===== src/rtl/lcd_seq_pkg.sv =====
package lcd_seq_pkg;

    typedef enum logic [1:0] {
        LVL_LOW  = 2'b00,
        LVL_MID  = 2'b01,
        LVL_HIGH = 2'b10,
        LVL_REL  = 2'b11
    } lvl_e;

    typedef struct packed {
        logic blank;
        logic odd;
    } scan_ctx_t;

    function automatic lvl_e sel_level(input logic odd);
        return odd ? LVL_LOW : LVL_HIGH;
    endfunction

    function automatic lvl_e opposite(input lvl_e l);
        return (l == LVL_HIGH) ? LVL_LOW : LVL_HIGH;
    endfunction

endpackage


===== src/rtl/lcd_scan_timer.sv =====
module lcd_scan_timer #(
    parameter int NUM_COM    = 4,
    parameter int PHASE_CLKS = 250,
    parameter int CW         = $clog2(NUM_COM)
) (
    input  logic          clk,
    input  logic          rst,
    input  logic          hold,
    input  logic          run,
    output logic [CW-1:0] com_idx,
    output logic          frame_odd,
    output logic          frame_end
);
    localparam int PW = $clog2(PHASE_CLKS);
    localparam logic [PW-1:0] PH_LAST  = PW'(PHASE_CLKS - 1);
    localparam logic [CW-1:0] COM_LAST = CW'(NUM_COM - 1);

    logic [PW-1:0] ph_cnt;
    logic          ph_wrap;

    assign ph_wrap   = run && !hold && (ph_cnt == PH_LAST);
    assign frame_end = ph_wrap && (com_idx == COM_LAST);

    always_ff @(posedge clk) begin
        if (rst || hold) begin
            ph_cnt    <= '0;
            com_idx   <= '0;
            frame_odd <= 1'b0;
        end else if (run) begin
            if (ph_cnt == PH_LAST) begin
                ph_cnt <= '0;
                if (com_idx == COM_LAST) begin
                    com_idx   <= '0;
                    frame_odd <= ~frame_odd;
                end else begin
                    com_idx <= com_idx + 1'b1;
                end
            end else begin
                ph_cnt <= ph_cnt + 1'b1;
            end
        end
    end


    phase_hold_chk: assert property (@(posedge clk) disable iff (rst)
        (!ph_wrap && !hold) |=> $stable(com_idx));


    parity_hold_chk: assert property (@(posedge clk) disable iff (rst)
        (!frame_end && !hold) |=> $stable(frame_odd));


    parity_flip_chk: assert property (@(posedge clk) disable iff (rst)
        frame_end |=> (frame_odd != $past(frame_odd)));

endmodule


===== src/rtl/lcd_pattern_bank.sv =====
module lcd_pattern_bank #(
    parameter int NUM_SEG = 20,
    parameter int NUM_COM = 4,
    parameter int IDX_W   = $clog2(NUM_SEG)
) (
    input  logic                              clk,
    input  logic                              rst,
    input  logic                              wr_en,
    input  logic [IDX_W-1:0]                  wr_idx,
    input  logic [NUM_COM-1:0]                wr_data,
    input  logic                              load,
    output logic [NUM_SEG-1:0][NUM_COM-1:0]   active
);
    logic [NUM_SEG-1:0][NUM_COM-1:0] staged;

    for (genvar j = 0; j < NUM_SEG; j++) begin : g_digit
        always_ff @(posedge clk) begin
            if (rst) begin
                staged[j] <= '0;
                active[j] <= '0;
            end else begin
                if (wr_en && (wr_idx == IDX_W'(j)))
                    staged[j] <= wr_data;
                if (load)
                    active[j] <= staged[j];
            end
        end
    end


    active_freeze_chk: assert property (@(posedge clk) disable iff (rst)
        !load |=> $stable(active));


    stray_write_chk: assert property (@(posedge clk) disable iff (rst)
        (wr_en && (int'(wr_idx) >= NUM_SEG)) |=> $stable(staged));

endmodule


===== src/rtl/lcd_com_drv.sv =====
module lcd_com_drv
    import lcd_seq_pkg::*;
#(
    parameter int NUM_COM = 4,
    parameter int CW      = $clog2(NUM_COM)
) (
    input  logic [CW-1:0]            com_idx,
    input  scan_ctx_t                ctx,
    output logic [NUM_COM-1:0][1:0]  com_code
);
    for (genvar k = 0; k < NUM_COM; k++) begin : g_com
        lvl_e lvl;
        always_comb begin
            if (ctx.blank)
                lvl = LVL_LOW;
            else if (com_idx == CW'(k))
                lvl = sel_level(ctx.odd);
            else
                lvl = LVL_MID;
        end
        assign com_code[k] = lvl;
    end

endmodule


===== src/rtl/lcd_seg_drv.sv =====
module lcd_seg_drv
    import lcd_seq_pkg::*;
#(
    parameter int NUM_SEG    = 20,
    parameter int NUM_COM    = 4,
    parameter int NUM_SHARED = 8,
    parameter int CW         = $clog2(NUM_COM)
) (
    input  logic [NUM_SEG-1:0][NUM_COM-1:0] active,
    input  logic [CW-1:0]                   com_idx,
    input  scan_ctx_t                       ctx,
    input  logic [NUM_SHARED-1:0]           pin_release,
    output logic [NUM_SEG-1:0][1:0]         seg_code
);
    localparam int FIRST_SHARED = NUM_SEG - NUM_SHARED;

    for (genvar j = 0; j < NUM_SEG; j++) begin : g_seg
        logic rel;
        logic on;
        lvl_e lvl;

        if (j >= FIRST_SHARED) begin : g_shared
            assign rel = pin_release[j - FIRST_SHARED];
        end else begin : g_fixed
            assign rel = 1'b0;
        end

        assign on = active[j][com_idx];

        always_comb begin
            if (rel)
                lvl = LVL_REL;
            else if (ctx.blank)
                lvl = LVL_LOW;
            else if (on)
                lvl = opposite(sel_level(ctx.odd));
            else
                lvl = sel_level(ctx.odd);
        end
        assign seg_code[j] = lvl;
    end

endmodule


===== src/rtl/lcd_quad_seq.sv =====
module lcd_quad_seq
    import lcd_seq_pkg::*;
#(
    parameter int NUM_COM    = 4,
    parameter int NUM_SEG    = 20,
    parameter int NUM_SHARED = 8,
    parameter int PHASE_CLKS = 250,
    parameter int DIGIT_W    = $clog2(NUM_SEG)
) (
    input  logic                          clk,
    input  logic                          rst,
    input  logic                          backup,
    input  logic                          wr_en,
    input  logic [DIGIT_W-1:0]            wr_digit,
    input  logic [NUM_COM-1:0]            wr_nibble,
    input  logic [NUM_SHARED-1:0]         pin_release,
    output logic [NUM_COM-1:0][1:0]       com_code,
    output logic [NUM_SEG-1:0][1:0]       seg_code
);
    localparam int CW = $clog2(NUM_COM);

    logic                            blank_q;
    logic [CW-1:0]                   com_idx;
    logic                            frame_odd;
    logic                            frame_end;
    logic [NUM_SEG-1:0][NUM_COM-1:0] active;
    scan_ctx_t                       ctx;

    always_ff @(posedge clk) begin
        if (rst || backup)
            blank_q <= 1'b1;
        else
            blank_q <= 1'b0;
    end

    assign ctx.blank = blank_q;
    assign ctx.odd   = frame_odd;

    lcd_scan_timer #(
        .NUM_COM(NUM_COM), .PHASE_CLKS(PHASE_CLKS), .CW(CW)
    ) u_timer (
        .clk(clk), .rst(rst), .hold(backup), .run(!blank_q),
        .com_idx(com_idx), .frame_odd(frame_odd), .frame_end(frame_end)
    );

    lcd_pattern_bank #(
        .NUM_SEG(NUM_SEG), .NUM_COM(NUM_COM), .IDX_W(DIGIT_W)
    ) u_bank (
        .clk(clk), .rst(rst), .wr_en(wr_en), .wr_idx(wr_digit),
        .wr_data(wr_nibble), .load(frame_end || backup), .active(active)
    );

    lcd_com_drv #(
        .NUM_COM(NUM_COM), .CW(CW)
    ) u_com (
        .com_idx(com_idx), .ctx(ctx), .com_code(com_code)
    );

    lcd_seg_drv #(
        .NUM_SEG(NUM_SEG), .NUM_COM(NUM_COM), .NUM_SHARED(NUM_SHARED), .CW(CW)
    ) u_seg (
        .active(active), .com_idx(com_idx), .ctx(ctx),
        .pin_release(pin_release), .seg_code(seg_code)
    );

    logic [NUM_COM-1:0] com_driven;
    for (genvar k = 0; k < NUM_COM; k++) begin : g_drv_flag
        assign com_driven[k] = (com_code[k] != LVL_MID);
    end


    one_select_chk: assert property (@(posedge clk) disable iff (rst)
        !blank_q |-> ($countones(com_driven) == 1));


    backup_blank_chk: assert property (@(posedge clk) disable iff (rst)
        backup |=> (com_code == '0));

    for (genvar i = 0; i < NUM_SHARED; i++) begin : g_rel_chk

        release_code_chk: assert property (@(posedge clk) disable iff (rst)
            pin_release[i] |-> (seg_code[NUM_SEG - NUM_SHARED + i] == LVL_REL));
    end

endmodule


===== config.mk =====
export PLATFORM = sky130hd
export DESIGN_NAME = lcd_quad_seq
export DESIGN_NICKNAME = d
export VERILOG_FILES = /design/src/rtl/lcd_seq_pkg.sv /design/src/rtl/lcd_scan_timer.sv /design/src/rtl/lcd_pattern_bank.sv /design/src/rtl/lcd_com_drv.sv /design/src/rtl/lcd_seg_drv.sv /design/src/rtl/lcd_quad_seq.sv
export SDC_FILE = /design/constraint.sdc
export NUM_CORES = 1
export LEC_CHECK = 0
export BUFFER_PORTS_ARGS = -buffer_cell sky130_fd_sc_hd__buf_2
export CAP_MARGIN = 10
export CORE_ASPECT_RATIO = 0.8
export CORE_MARGIN = 1
export CORE_UTILIZATION = 60
export DETAILED_ROUTE_END_ITERATION = 16
export MAX_ROUTING_LAYER = met4
export PLACE_DENSITY = 0.8
export SLEW_MARGIN = 5
export SYNTH_ARGS = -nofsm -noshare
export SYNTH_HDL_FRONTEND = slang
export SYNTH_SLANG_ARGS = --single-unit

===== constraint.sdc =====
create_clock -name clk -period 2.35 [get_ports clk]
set_input_delay 0.1175 -clock clk [delete_from_list [all_inputs] [get_ports clk]]
set_output_delay 0.1175 -clock clk [all_outputs]
set_load 0.1 [all_outputs]

==> metrics.cfg <==
[clock_tree]
clk_latency_ps=430
cts_buffer_depth=2
root_buffer=clkbuf_16
holdBufCountCts=0
clkTransAtPathRegs_ps=70
numCtsBuffers=17
cts_tree=yes
htreeDepth=4
clock-sinks=172

[drt]
vias_per_cell=6.81
post-route-drc-count=0
ant_nets=0
m1WireLength_um=10800
post_drt_wl_per_cell_um=20.1
dr_wl_met3_um=2920
drt_wl_total_um=25300
met2_length_um=11200
top_layer_used=met4
first_iter_violations=1034
drt_first_pass_iters=5
num_vias=8547

[critical_path]
critPathCaptureType=output port
crit_required_ps=2230
crit_type=reg2out
worstPathArrival_ps=2130
startpoint=u_timer.com_idx[0]
start_kind=flip-flop
crit_fanout=14
r2r_start=u_timer.com_idx[1]

[final_layout]
utilization_pct=69.0
final_common_cell=dfxtp_1
areaGrowthSynthToFinish_pct=11.8
drive_gt1_share_pct=16.7
layout.nets=1061
num_antenna_cells=0
final_cell_mix=dfxtp_1, a21oi_1, nand2_1
finalNonFillerCells=1255
final_area_um2=10400

[synthesis]
ys_seq_area_share_pct=37.1
yosysWarnings=0
netlist_area_um2=9290
avgSynthCellArea_um2=8.72
ys_seq_elements=172
synthCells=1065
yosysUniqueCellTypes=49
synth-edff-count=0
async_flop_share_pct=0
ys.flop_type=dfxtp_1

[timing]
period_share_pct=95.7
period_needed_ps=2250
fmax_ghz=0.445
finalMaxSlewViolations=0
slew_headroom_pct=46.2
rsz0062_at_grt=false
setup_viol=0
worst_pin_slew_ps=804
skew_ps=9.01
hold_viol=0
whs_ps=112
setup_ws_ps=101

[die]
die_w_um=141
rows=40
core_um2=15100
pin_count=69
start_util_pct=61.7
die_y_um=113
dieArea_um2=16000

[global_route]
grt_pass1_wl_um=41600
grt_pass1_vias=8009
grt_use_total_pct=33.7
overflow=0
grt_max_degree=119
antenna_found_initial=0

[power]
peakVddDrop_uv=612
power_leakage_nw=3.48
cellPowerDensity_nw_per_um2=611

[placed_design]
placed_area_um2=9810
io_buffers=56
hpwl_um=15300
place.gp.congestion=0.838
preCtsSetupSlack_ps=410
dp.cells=1225

[outcome]
outcome=finished, final reports clean

[min_path]
min_from=wr_nibble[2]
holdCritPathClass=in2reg

[run]
maxCapViolCount=0

[cells in the mapped netlist, drive strengths merged, types with 9 or more instances]
| cell | n | share of area, % |
|---|---|---|
| nor3b | 82 | 6.6 |
| nand4 | 82 | 5.6 |
| nor2 | 10 | 0.51 |
| xor2 | 10 | 0.94 |
| clkbuf | 63 | 2.6 |
| nand2b | 39 | 2.6 |
| buf | 82 | 5.1 |
| mux4 | 20 | 4.9 |
| o221ai | 80 | 7.5 |
| mux2i | 44 | 4.7 |
| o21ai | 50 | 2.9 |
| o21bai | 9 | 0.73 |
| nand2 | 88 | 3.6 |
| nand3 | 50 | 2.7 |
| a21oi | 135 | 7.3 |
| dfxtp | 172 | 37 |
[flip-flops by register name, summed over array words and instances, names as in the netlist]
name,flops
u_bank.active,80
blank_q,1
u_timer.frame_odd,1
u_timer.com_idx,2
u_bank.staged,80
u_timer.ph_cnt,8
[cells by family after synthesis]
logic type,Yosys count,share of synthesized area [%]
flip-flops,172,37.1
XOR/XNOR,12,1.13
AND/OR/NAND/NOR,383,24.7
AO/OA/AOI/OAI,277,18.7
buffers and inverters,150,7.87
multiplexers,64,9.63
adder cells (fa/ha/maj),6,0.808
other,1,0.0404
[routing by layer]
metal  vias to the layer above  track usage [%]
met5                         -                -
met4                         0             9.93
met3                        38             8.68
met2                       526             47.6
met1                      4083             47.2
li1                       3900                -
[final cells by class]
type | instances | area [um^2]
repair buffers | 84 | 798
inverters | 5 | 18.8
clock inverters | 7 | 66.3
clock buffers | 23 | 478
flip-flops and latches | 172 | 3440
fillers | 1172 | 4680
multi-input cells | 754 | 5320
well taps | 210 | 263
[through the flow]
stage	setup TNS, ps	total power, mW
4_1_cts	-3.91	6.34
3_5_place_dp	0	3.73
5_1_grt	0	6.51
2_1_floorplan	-188	3.59
3_3_place_gp	0	3.73
6_report	0	6.35
[final timing paths]
kind / to / slack, ps / cells after the start
setup / recovery: seg_code[9] / 100 / 4
hold / removal: u_bank.staged[26] / 110 / 3
setup reg to reg: u_bank.active[72] / 530 / 6
hold reg to reg: u_bank.staged[6] / 490 / 2
[repair_timing]
action / 4_1_cts / 5_1_grt
resized for setup: 8 / 7
setup endpoints to repair: 9 / 5
setup buffers: 0 / 0
[power breakdown]
group          switching, mW  internal [mW]  leakage [nW]
Clock                   1.14           1.53         0.269
Sequential            0.0190           2.93          1.39
Combinational          0.572          0.159          1.83
[critical path, cell delays in order (launching register included)]
cell	delay, ps
dfxtp_2	330
buf_4	270
mux4_2	580
mux2i_4	160
clkbuf_4	350
Note: power is estimated with default switching activity, not from simulation.
